--- config.mk ---
export PLATFORM = sky130hd
export DESIGN_NAME = usb_root_port_tracker
export DESIGN_NICKNAME = d
export VERILOG_FILES = /design/src/rtl/usb_rpt_pkg.sv /design/src/rtl/usb_rpt_flag.sv /design/src/rtl/usb_rpt_cell.sv /design/src/rtl/usb_root_port_tracker.sv
export SDC_FILE = /design/constraint.sdc
export NUM_CORES = 1
export LEC_CHECK = 0
export BUFFER_PORTS_ARGS = -buffer_cell sky130_fd_sc_hd__buf_4
export CORE_MARGIN = 10
export CORE_UTILIZATION = 46
export CTS_CLUSTER_DIAMETER = 50
export DETAILED_ROUTE_END_ITERATION = 16
export PLACE_DENSITY = 0.81
export REMOVE_ABC_BUFFERS = 1
export SYNTH_ARGS = -nofsm -noshare
export SYNTH_HDL_FRONTEND = slang
export SYNTH_SLANG_ARGS = --single-unit
--- constraint.sdc ---
create_clock -name clk -period 1.4 [get_ports clk]
set_input_delay 0.14 -clock clk [delete_from_list [all_inputs] [get_ports clk]]
set_output_delay 0.14 -clock clk [all_outputs]
set_load 0.005 [all_outputs]
--- src/rtl/usb_rpt_pkg.sv ---
package usb_rpt_pkg;
   localparam int ST_W     = 7;
   localparam int B_CONN   = 0;
   localparam int B_CONN_C = 1;
   localparam int B_ENA    = 2;
   localparam int B_ENA_C  = 3;
   localparam int B_OC     = 4;
   localparam int B_OC_C   = 5;
   localparam int B_RES    = 6;
   localparam int MAX_PORTS = 16;
endpackage

--- src/rtl/usb_rpt_flag.sv ---
module usb_rpt_flag (
   input  logic clk,
   input  logic rst_n,
   input  logic set_i,
   input  logic clr_i,
   input  logic kill_i,
   output logic q_o,
   output logic rise_o
);
   logic q_d;

   always_comb begin
      q_d = q_o;
      if (kill_i)      q_d = 1'b0;
      else if (set_i)  q_d = 1'b1;
      else if (clr_i)  q_d = 1'b0;
   end

   assign rise_o = q_d & ~q_o;

   always_ff @(posedge clk or negedge rst_n) begin
      if (!rst_n) q_o <= 1'b0;
      else        q_o <= q_d;
   end

   a_r3_set_wins: assert property (@(posedge clk) disable iff (!rst_n)
      (set_i && !kill_i) |=> q_o);
endmodule

--- src/rtl/usb_rpt_cell.sv ---
module usb_rpt_cell
   import usb_rpt_pkg::*;
#(
   parameter bit OC_PRESENT = 1'b1
) (
   input  logic            clk,
   input  logic            rst_n,
   input  logic            pwr_i,
   input  logic            conn_i,
   input  logic            fdis_i,
   input  logic            rdone_i,
   input  logic            oc_i,
   input  logic            jk_i,
   input  logic            rsd_i,
   input  logic            wr_i,
   input  logic [ST_W-1:0] wd_i,
   output logic [ST_W-1:0] st_o,
   output logic            evt_o
);
   logic conn_q, ena_q, oca_q, res_q;
   logic conn_c_q, ena_c_q, oc_c_q;
   logic conn_rise, ena_rise, oc_rise;
   logic oc_chg;
   logic hw_res_rise;
   logic unused_ro_bits;

   assign unused_ro_bits = ^{wd_i[B_CONN], wd_i[B_OC]};

   // connect level, forced to zero while unpowered
   always_ff @(posedge clk or negedge rst_n) begin
      if (!rst_n) conn_q <= 1'b0;
      else        conn_q <= pwr_i & conn_i;
   end

   usb_rpt_flag u_conn_c (
      .clk(clk), .rst_n(rst_n),
      .set_i (pwr_i & (conn_i ^ conn_q)),
      .clr_i (wr_i & wd_i[B_CONN_C]),
      .kill_i(~pwr_i),
      .q_o(conn_c_q), .rise_o(conn_rise)
   );

   // enable: hardware sets, software or fault clears
   always_ff @(posedge clk or negedge rst_n) begin
      if (!rst_n)                   ena_q <= 1'b0;
      else if (!pwr_i)              ena_q <= 1'b0;
      else if (fdis_i)              ena_q <= 1'b0;
      else if (wr_i && !wd_i[B_ENA]) ena_q <= 1'b0;
      else if (rdone_i)             ena_q <= 1'b1;
   end

   usb_rpt_flag u_ena_c (
      .clk(clk), .rst_n(rst_n),
      .set_i (pwr_i & fdis_i & ena_q),
      .clr_i (wr_i & wd_i[B_ENA_C]),
      .kill_i(~pwr_i),
      .q_o(ena_c_q), .rise_o(ena_rise)
   );

   generate
      if (OC_PRESENT) begin : g_oc
         always_ff @(posedge clk or negedge rst_n) begin
            if (!rst_n) oca_q <= 1'b0;
            else        oca_q <= oc_i;
         end
         assign oc_chg = oc_i ^ oca_q;

         a_r7_oc_follow: assert property (@(posedge clk) disable iff (!rst_n)
            1'b1 |=> (oca_q == $past(oc_i)));
      end else begin : g_no_oc
         logic unused_oc;
         assign unused_oc = oc_i;
         assign oca_q  = 1'b0;
         assign oc_chg = 1'b0;
      end
   endgenerate

   usb_rpt_flag u_oc_c (
      .clk(clk), .rst_n(rst_n),
      .set_i (oc_chg),
      .clr_i (wr_i & wd_i[B_OC_C]),
      .kill_i(1'b0),
      .q_o(oc_c_q), .rise_o(oc_rise)
   );

   // force resume: only the resume-done pulse clears it
   always_ff @(posedge clk or negedge rst_n) begin
      if (!rst_n)                         res_q <= 1'b0;
      else if (rsd_i)                     res_q <= 1'b0;
      else if (jk_i || (wr_i && wd_i[B_RES])) res_q <= 1'b1;
   end

   assign hw_res_rise = jk_i & ~rsd_i & ~res_q;

   always_ff @(posedge clk or negedge rst_n) begin
      if (!rst_n) evt_o <= 1'b0;
      else        evt_o <= conn_rise | ena_rise | oc_rise | hw_res_rise;
   end

   assign st_o[B_CONN]   = conn_q   & pwr_i;
   assign st_o[B_CONN_C] = conn_c_q & pwr_i;
   assign st_o[B_ENA]    = ena_q    & pwr_i;
   assign st_o[B_ENA_C]  = ena_c_q  & pwr_i;
   assign st_o[B_OC]     = oca_q;
   assign st_o[B_OC_C]   = oc_c_q;
   assign st_o[B_RES]    = res_q;

   a_r4_no_sw_enable: assert property (@(posedge clk) disable iff (!rst_n)
      (!ena_q && !rdone_i) |=> !ena_q);
   a_r6_enc_needs_fault: assert property (@(posedge clk) disable iff (!rst_n)
      $rose(ena_c_q) |-> ($past(fdis_i) && $past(ena_q)));
   a_r8_res_hold: assert property (@(posedge clk) disable iff (!rst_n)
      (res_q && !rsd_i) |=> res_q);
   a_r9_evt_on_rise: assert property (@(posedge clk) disable iff (!rst_n)
      ($rose(conn_c_q) || $rose(ena_c_q) || $rose(oc_c_q)) |-> evt_o);
   a_r10_unpowered: assert property (@(posedge clk) disable iff (!rst_n)
      !pwr_i |=> (!conn_q && !conn_c_q && !ena_q && !ena_c_q));
   a_r9_single_pulse: assert property (@(posedge clk) disable iff (!rst_n)
      evt_o |=> !evt_o || $past(conn_rise | ena_rise | oc_rise | hw_res_rise));
endmodule

--- src/rtl/usb_root_port_tracker.sv ---
module usb_root_port_tracker
   import usb_rpt_pkg::*;
#(
   parameter int PORTS      = 2,
   parameter bit OC_PRESENT = 1'b1
) (
   input  logic                  clk,
   input  logic                  rst_n,
   input  logic [PORTS-1:0]      port_pwr,
   input  logic [PORTS-1:0]      conn_lvl,
   input  logic [PORTS-1:0]      fault_dis,
   input  logic [PORTS-1:0]      rst_done,
   input  logic [PORTS-1:0]      oc_fault,
   input  logic [PORTS-1:0]      jk_susp,
   input  logic [PORTS-1:0]      resume_done,
   input  logic [PORTS-1:0]      wr_en,
   input  logic [ST_W-1:0]       wr_data,
   output logic [PORTS*ST_W-1:0] status,
   output logic [PORTS-1:0]      chg_evt
);
   localparam int STAT_W = PORTS * ST_W;

   generate
      if (PORTS < 1 || PORTS > MAX_PORTS) begin : g_bad_ports
         $error("usb_root_port_tracker: PORTS out of range");
      end
      if (STAT_W != $bits(status)) begin : g_bad_width
         $error("usb_root_port_tracker: status width mismatch");
      end
   endgenerate

   generate
      for (genvar p = 0; p < PORTS; p++) begin : g_port
         usb_rpt_cell #(.OC_PRESENT(OC_PRESENT)) u_cell (
            .clk    (clk),
            .rst_n  (rst_n),
            .pwr_i  (port_pwr[p]),
            .conn_i (conn_lvl[p]),
            .fdis_i (fault_dis[p]),
            .rdone_i(rst_done[p]),
            .oc_i   (oc_fault[p]),
            .jk_i   (jk_susp[p]),
            .rsd_i  (resume_done[p]),
            .wr_i   (wr_en[p]),
            .wd_i   (wr_data),
            .st_o   (status[p*ST_W +: ST_W]),
            .evt_o  (chg_evt[p])
         );
      end
   endgenerate

   a_r1_reset_quiet: assert property (@(posedge clk) !rst_n |=> (chg_evt == '0) || rst_n);
endmodule

==> summary.txt, run 1 <==
Yosys
  • Yosys reg bits: 16
  • Post-Syn Area per Cell: between 10 and 15 sq um
  • Cell variety after synth: 17
  • Cell count after synthesis: 76
  • Synthesized cell area: about 790 sq um
  • Sequential area share after synthesis: about half
  • Warnings, synthesis: 0

Worst setup path
  • Critical path endpoint category: output pin
  • Worst-path fanout max: 2
  • Worst-case reg-to-reg path depth: 3
  • Arr. time, crit path: ~1.0 ns
  • Crit start category: flop
  • CP required: 1.26 ns
  • Worst flop-to-flop path startpoint: g_port[1].u_cell.conn_q
  • Kind of critical path: reg2out
  • Critical Path Start: g_port[1].u_cell.conn_q

Routing
  • Drt total wl: a little over 2 mm
  • DRT antenna net count: 0
  • Drt first pass iters: 4
  • Via-to-Cell Ratio: a little over 5
  • WL/cell: ~16 um
  • Routed vias: about 650
  • DR iter-0 viols: 16
  • Drt drc: 0

Timing
  • Final Max Tran Viols: 0
  • Worst-margin pin slew: approximately 0.24 ns
  • Final Skew: 0.000880 ns
  • Slew HR: between 80% and 90%
  • Setup violations, final: 0
  • RSZ-0062 raised after global routing: no
  • Period utilization: around 83%
  • Fin. Hold Viols: 0
  • Setup TNS: 0 ns
  • Tmin final: roughly 1.2 ns
  • FMAX: 0.862 GHz

Hold path
  • Hold path startpoint: resume_done[1]
  • Hold depth: 2
  • Worst Hold Class: in2reg

Floorplan
  • Die Wd: 61.5 um
  • Die Ht: 61.5 um
  • IO Pins: 41
  • Effective utilization at floorplan: about half
  • Rows: 14
  • Core Box Area: around 1600 sq um
  • DIE AREA: 3780 sq um

Finish
  • Final instance area: 1090 sq um
  • Final nets: about 140
  • Commonest non-fill, non-tap cell in the layout: buf_4
  • Number of diodes: 0
  • Synth-to-Final Area Change: 37.7%
  • Layout cells sized above 1: between 40% and 50%
  • Most frequent cells in the layout: buf_4, dfrtp_1, nand2_1
  • Finished Layout Cells: ~130

Global route
  • GRT overflow: 0
  • Largest net degree at the start of global routing: 17
  • Vias in the first global route: slightly below 700
  • Gr usage total: a little under an eighth
  • First-pass GRT wire length: ~3.2 mm
  • Initial antenna violation count: 0

CTS
  • Clk slew on worst S/H paths: approximately 0.08 ns
  • Clock Latency Late Sink: around 0.28 ns
  • CTS tree: yes
  • Setup bufs post-CTS: 0
  • H-tree depth: 1
  • CTS Buf Count: 3
  • Clock Tree Buf Depth: 2
  • Root buffer cell: clkbuf_4
  • Count of clock tree sinks: 16

Power and ir drop
  • Total power: about 950 uW
  • Pwr per Cell Area: between 800 and 900 nW/um^2
  • Leakage: 0.000563 uW
  • Max VDD drop: about 550 uV

Placement
  • Area after DPL: 1040 sq um
  • Dpl cells: approximately 120
  • IO Port Bufs: 38
  • Hpwl dp: between 1.5 and 2 mm
  • Routability Congestion: about 0.75

Run status
  • Status: finished clean

Flow run
  • Max-cap violations: 0
Yosys cell counts:
library cell  count  area [sq um]
dfrtp_1          16           400
nand2_1          14          52.6
and2_2           10          75.1
buf_4             8          60.1
inv_1             4          15.0
a211oi_1          2          15.0
a21oi_1           2          10.0
nand3_2           2          20.0
nand3b_1          2          15.0
nor2_1            2          7.51
nor2b_1           2          12.5
nor3b_1           2          15.0
o211ai_2          2          25.0
o22ai_1           2          12.5
o32a_1            2          20.0
xnor2_1           2          17.5
xor2_1            2          17.5
critical path: stages (launching register included):
cell and delay, ns:
dfrtp_1 0.41, and2_2 0.21, buf_4 0.13
sequential cells by signal (all words and copies together) (netlist names):
signal and flops:
g_port.u_cell.u_conn_c.q_o 2, g_port.u_cell.ena_q 2, g_port.u_cell.u_oc_c.q_o 2, g_port.u_cell.evt_o 2, g_port.u_cell.oca_q 2, g_port.u_cell.u_ena_c.q_o 2
g_port.u_cell.res_q 2, g_port.u_cell.conn_q 2
cell type report:
cell class | instances | area [sq um]
Fill cell | 127 | 470
Sequential cell | 16 | 400
Multi-Input combinational cell | 48 | 315
Timing Repair Buffer | 41 | 315
Clock buffer | 3 | 22.5
Tap cell | 16 | 20.0
Inverter | 4 | 15.0
cells by family (layout without fill, tap and decap cells):
family                    after synthesis  count (layout)  synth area share, %
AOI/OAI and AO/OA                      10              10                 10.4
xor gates and xnor gates                4               4                 4.43
buffers and inverters                  12              48                 9.49
DFF                                    16              16                 50.6
and+or+nand+nor                        34              34                 25.0
what timing repair did:
action                     4_1_cts  5_1_grt
setup endpoints to repair        0        0
hold buffers                     3        0
gates resized for setup          0        0
hold endpoints to repair        18        0
report_power, final:
| group | internal, uW | switching [uW] | total, uW |
|---|---|---|---|
| Combinational | 121 | 81.5 | 203 |
| Clock | 99.7 | 131 | 231 |
| Sequential | 495 | 21.5 | 517 |
| Total | 716 | 234 | 950 |
metal layers:
metal / vias to the layer above / part of all wire [%] / GRT usage [%]
met5: - / 0 / 0
met4: 0 / 2.1 / 6.69
met3: 5 / 14 / 3.91
met2: 35 / 44 / 17.8
met1: 292 / 40 / 13.1
li1: 317 / - / -
metrics by stage:
step	hold slack, ns	utilization [%]	worst slack (ns)
4_1_cts	0.0127	69.8	0.238
5_1_grt	0.00138	69.8	0.182
6_report	0.0126	69.8	0.239
3_5_place_dp	0.00712	66.5	0.551
3_3_place_gp	0.00848	66.5	0.561
2_1_floorplan	-0.156	-	0.594
path summary, 6_finish.rpt:
check	endpoint	slack (ns)
hold / removal	g_port[1].u_cell.res_q	0.01
hold reg to reg	g_port[1].u_cell.evt_o	0.52
setup / recovery	status[7]	0.24
min in group asynchronous	g_port[0].u_cell.u_oc_c.q_o	0.25
setup reg to reg	g_port[1].u_cell.evt_o	0.52
max in group asynchronous	g_port[1].u_cell.conn_q	0.98
Power figures use the tool's default switching activity.
==> run 2, diff against run 1 <==
--- a/config.mk
+++ b/config.mk
@@ -7,10 +7,10 @@
 export LEC_CHECK = 0
 export BUFFER_PORTS_ARGS = -buffer_cell sky130_fd_sc_hd__buf_4
 export CORE_MARGIN = 10
-export CORE_UTILIZATION = 46
+export CORE_UTILIZATION = 39
 export CTS_CLUSTER_DIAMETER = 50
 export DETAILED_ROUTE_END_ITERATION = 16
-export PLACE_DENSITY = 0.81
+export PLACE_DENSITY = 0.73
 export REMOVE_ABC_BUFFERS = 1
 export SYNTH_ARGS = -nofsm -noshare
 export SYNTH_HDL_FRONTEND = slang
==> constraint.sdc (replaced) <==
create_clock -name clk -period 0.96 [get_ports clk]
set_input_delay 0.096 -clock clk [delete_from_list [all_inputs] [get_ports clk]]
set_output_delay 0.096 -clock clk [all_outputs]
set_load 0.005 [all_outputs]
==> run 2 against run 1 <==
Net effect: the flow now finishes with violations (setup timing); count of clock-buffer cells in the layout grew 1; largest cell class is now buffers; critical path depth is the same; register-to-register slack lost 0.53 ns; sequential share of layout area shrank 6.4 points; first-iteration DRC count is the same; flip-flop and latch count is the same; final cell count grew 20%; setup slack lost 0.32 ns.
==> summary.txt, run 2 (synthesized netlist as in run 1, its figures left out) <==
Run status
  • Status: finished, violations left
  • Failing checks: setup timing

Finish
  • Commonest non-fill, non-tap cell in the layout: buf_4
  • Fillers: 160
  • Final nets: ~150
  • Most frequent cells in the layout: buf_4, dfrtp_1, nand2_1, buf_6, and2_4
  • Synth-to-Final Area Change: 66.5%
  • Register area: around 400 sq um
  • Area of the multi-input gates: 355 sq um
  • Finished Layout Cells: ~150
  • Layout cells sized above 1: ~53%
  • Number of diodes: 0

Routing
  • Drt first pass iters: 4
  • Via-to-Cell Ratio: roughly 4.7
  • Drt drc: 0
  • DRT antenna net count: 0
  • WL/cell: ~15 um
  • Routed vias: 721
  • Drt total wl: between 2 and 2.5 mm
  • DR iter-0 viols: 16

CTS
  • Clk slew on worst S/H paths: 0.10 ns
  • Count of clock tree sinks: 16
  • Clock Latency Late Sink: 0.28 ns
  • H-tree depth: 1
  • CTS Buf Count: 3
  • Root buffer cell: clkbuf_4
  • Clock Tree Buf Depth: 2
  • CTS tree: yes

Floorplan
  • IO Pins: 41
  • Rows: 16
  • Die Wd: between 60 and 70 um
  • Effective utilization at floorplan: between 40% and 50%
  • DIE AREA: roughly 4200 sq um
  • Die Ht: ~65 um
  • Core Box Area: around 1900 sq um

Worst setup path
  • Arr. time, crit path: roughly 0.94 ns
  • Worst-path fanout max: 3
  • Worst flop-to-flop path startpoint: g_port[1].u_cell.ena_q
  • CP endpoint: status[1]
  • R2r endpoint: g_port[1].u_cell.evt_o
  • Critical Path Start: g_port[0].u_cell.u_conn_c.q_o
  • CP required: 0.86 ns
  • Kind of critical path: reg2out
  • Worst-case reg-to-reg path depth: 4
  • Crit start category: flop
  • Critical path endpoint category: output pin
  • R2R Setup Slk: -0.01 ns

Timing
  • Fin. Hold Viols: 0
  • Final Skew: 0.00520 ns
  • Slew HR: 84.0%
  • Tmin final: between 1 and 1.5 ns
  • Final Max Tran Viols: 0
  • FMAX: about 0.96 GHz
  • Final worst slack: -0.0772 ns
  • RSZ-0062 raised after global routing: yes
  • Min Hold Slack: between 0.04 and 0.05 ns
  • Setup violations, final: 10
  • Worst-margin pin slew: between 0.2 and 0.25 ns
  • Period utilization: 108%

Placement
  • IO Port Bufs: 38
  • Routability Congestion: ~0.76
  • Dpl cells: ~130
  • Hpwl dp: 1.69 mm

Global route
  • GRT overflow: 0
  • Gr usage total: about 10%
  • Vias in the first global route: a little over 800
  • Initial antenna violation count: 0
  • Largest net degree at the start of global routing: 17
  • First-pass GRT wire length: 3.47 mm

Power and ir drop
  • Max VDD drop: ~710 uV
  • Pwr per Cell Area: between 1000 and 1500 nW/um^2
  • Leakage: ~0.00065 uW

Flow run
  • Max-cap violations: 0

Hold path
  • Worst Hold Class: in2reg
run 2: per-layer routing:
metal,share of wire [%],track usage [%],vias to the layer above
met5,0,0,-
met4,1.7,3.21,0
met3,9.6,4.81,4
met2,51,17.5,27
met1,37,11.0,349
li1,-,-,341
run 2: layout make-up:
type | instances | share of cell area (%)
sequential | 16 | 30.4
inverter | 4 | 1.14
tap | 27 | 2.57
multi-input combinational | 48 | 27.0
timing repair buffer | 54 | 36.1
clock buffer | 4 | 2.76
run 2: worst max-delay path: stages, from the launching register on:
cell	delay [ns]
dfrtp_1	0.41
and2_4	0.15
buf_6	0.11
run 2: how the worst min path moves through the flow:
stage | from | to | cells past startpoint
after detailed placement | rst_n | g_port[1].u_cell.oca_q | 1
after CTS | jk_susp[1] | g_port[1].u_cell.res_q | 3
final | jk_susp[1] | g_port[1].u_cell.res_q | 3
after global routing | jk_susp[0] | g_port[0].u_cell.res_q | 3
after floorplan | rst_n | g_port[0].u_cell.conn_q | 0
after global placement | rst_n | g_port[1].u_cell.oca_q | 1
run 2: timing repair:
item                       4_1_cts  5_1_grt
hold endpoints to repair        22        0
setup endpoints to repair        8       15
pin swaps                        9        8
setup buffers                    5        4
gates resized for setup         18        8
hold buffers                     7        0
run 2: per-stage QoR:
step                area [sq um]  util (%)  total power, uW  TNS [ns]  worst slack (ns)
finish                      1320      67.8             1570    -0.538           -0.0772
global route                1320      67.8             1650    -0.998            -0.114
CTS                         1250      64.3             1550    -0.485           -0.0836
detailed placement          1050      54.1             1060         0             0.109
global placement            1050      54.1             1050         0             0.113
floorplan                    731         -              863         0             0.154
run 2: power breakdown:
group	leakage, uW	internal [uW]	switching, uW	total (uW)
Combinational	0.000434	236	145	380
Sequential	0.000198	722	32.7	755
Clock	0.0000210	230	207	437
Total	0.000653	1190	384	1570
==> run 3, diff against run 2 <==
--- a/config.mk
+++ b/config.mk
@@ -10,8 +10,8 @@
 export CORE_UTILIZATION = 39
 export CTS_CLUSTER_DIAMETER = 50
 export DETAILED_ROUTE_END_ITERATION = 16
+export MAX_ROUTING_LAYER = met4
 export PLACE_DENSITY = 0.73
-export REMOVE_ABC_BUFFERS = 1
 export SYNTH_ARGS = -nofsm -noshare
 export SYNTH_HDL_FRONTEND = slang
 export SYNTH_SLANG_ARGS = --single-unit
==> run 3 against run 2 <==
Net effect: the run still ends with setup timing left; combinational power is 3% higher; sequential power hardly changed; core utilization is 0.71 points lower; critical endpoint is now status[2].
==> summary.txt, run 3 (synthesized netlist as in run 1, its figures left out) <==
Global route
  • Gr busiest metal: met2
  • GR Util met3: around 4.6%
  • Largest net degree at the start of global routing: 17
  • Met1 usage: a little under an eighth
  • Vias in the first global route: 780
  • Initial antenna violation count: 0
  • First-pass GRT wire length: 3.48 mm
  • Gr usage total: a little over a tenth
  • Met2 GRT Util: approximately 17%
  • GRT overflow: 0

Floorplan
  • Effective utilization at floorplan: 40.7%
  • Die Wd: around 65 um
  • Die Ht: 65.0 um
  • DIE AREA: around 4200 sq um
  • IO Pins: slightly above 40
  • Rows: 16
  • Core Box Area: 1940 sq um

Power and ir drop
  • Max VDD drop: 698 uV
  • Total power: 1490 uW
  • Pwr per Cell Area: between 1000 and 1500 nW/um^2
  • Leakage: between 0.0006 and 0.0007 uW

CTS
  • Clock Latency Late Sink: 0.28 ns
  • CTS Buf Count: 3
  • Clock Tree Buf Depth: 2
  • Clk slew on worst S/H paths: about 0.090 ns
  • H-tree depth: 1
  • Count of clock tree sinks: 16
  • Root buffer cell: clkbuf_4
  • CTS tree: yes

Finish
  • Most frequent cells in the layout: buf_4, dfrtp_1, nand2_1
  • Synth-to-Final Area Change: 64.7%
  • Layout cells sized above 1: 54.7%
  • Final nets: between 150 and 200
  • Number of diodes: 0
  • Commonest non-fill, non-tap cell in the layout: buf_4
  • Fillers: roughly 160

Routing
  • Drt drc: 0
  • DR iter-0 viols: 8
  • Via-to-Cell Ratio: 4.46
  • DRT antenna net count: 0
  • WL/cell: between 10 and 15 um
  • Drt first pass iters: 4
  • Drt total wl: 2.19 mm
  • Routed vias: slightly below 700

Timing
  • Min Hold Slack: approximately 0.042 ns
  • Tmin final: 1.02 ns
  • Final Skew: about 0.00056 ns
  • Worst-margin pin slew: around 0.22 ns
  • Fin. Hold Viols: 0
  • Final worst slack: -0.0647 ns
  • RSZ-0062 raised after global routing: yes
  • Final Max Tran Viols: 0
  • Slew HR: 85.1%
  • FMAX: roughly 1 GHz
  • Period utilization: 107%
  • Setup violations, final: 10

Hold path
  • Worst Hold Class: in2reg

Worst setup path
  • Crit start category: flop
  • Critical path endpoint category: output pin
  • Arr. time, crit path: roughly 0.93 ns
  • Kind of critical path: reg2out
  • CP required: approximately 0.86 ns
  • Worst-path fanout max: 2

Run status
  • Failing checks: setup timing
  • Status: finished, violations left

Placement
  • Hpwl dp: between 1.5 and 2 mm
  • Routability Congestion: roughly 0.75
  • IO Port Bufs: 38

Flow run
  • Max-cap violations: 0

Yosys
  • Syn nets: roughly 100
run 3: path summary, 6_finish.rpt:
| kind | startpoint | endpoint | slack, ns | cells after the start |
|---|---|---|---|---|
| worst max-delay path | g_port[0].u_cell.ena_q | status[2] | -0.06 | 2 |
| min in group asynchronous | rst_n | g_port[1].u_cell.evt_o | 0.21 | 2 |
| worst min register to register | g_port[1].u_cell.u_oc_c.q_o | g_port[1].u_cell.evt_o | 0.53 | 1 |
| max in group asynchronous | rst_n | g_port[0].u_cell.oca_q | 0.57 | 2 |
| worst max register to register | g_port[0].u_cell.u_conn_c.q_o | g_port[0].u_cell.evt_o | -0.02 | 4 |
| worst min-delay path | jk_susp[1] | g_port[1].u_cell.res_q | 0.04 | 3 |
run 3: layout make-up:
cell class / instances / area (sq um) / area share [%]
Inverter: 4 / 15.0 / 1.15
Tap cell: 27 / 33.8 / 2.59
Clock buffer: 3 / 22.5 / 1.73
Multi-Input combinational cell: 48 / 344 / 26.4
Timing Repair Buffer: 57 / 487 / 37.4
Sequential cell: 16 / 400 / 30.7
run 3: timing repair:
action,in CTS,in global routing
gates resized for setup,16,6
cloned,0,0
setup endpoints to repair,8,16
buffers inserted,7,5
hold buffers,7,0
pin swaps,8,3
hold endpoints to repair,22,0
run 3: metal layers:
layer | up-vias | part of all wire, % | wire length [um]
met3 | 2 | 6.9 | 152
met5 | - | 0 | 0
met1 | 323 | 40 | 882
li1 | 346 | - | -
met2 | 21 | 52 | 1140
met4 | 0 | 0.64 | 14
run 3: critical path, cell delays in order, from the launching register on:
cell	delay [ns]
dfrtp_1	0.40
and2_4	0.15
buf_6	0.11
run 3: power breakdown:
group          switching, uW  internal (uW)
clock network            200            145
registers               29.3            722
logic                    144            247
run 3: stage by stage:
stage	TNS, ns	instance area [sq um]	cells	utilization (%)	setup WS, ns
after floorplan	0	791	76	-	0.162
after global placement	0	1050	133	54.1	0.127
after detailed placement	0	1050	133	54.1	0.112
after CTS	-0.493	1230	150	63.6	-0.0748
after global routing	-0.937	1300	155	67.1	-0.108
final	-0.438	1300	155	67.1	-0.0647
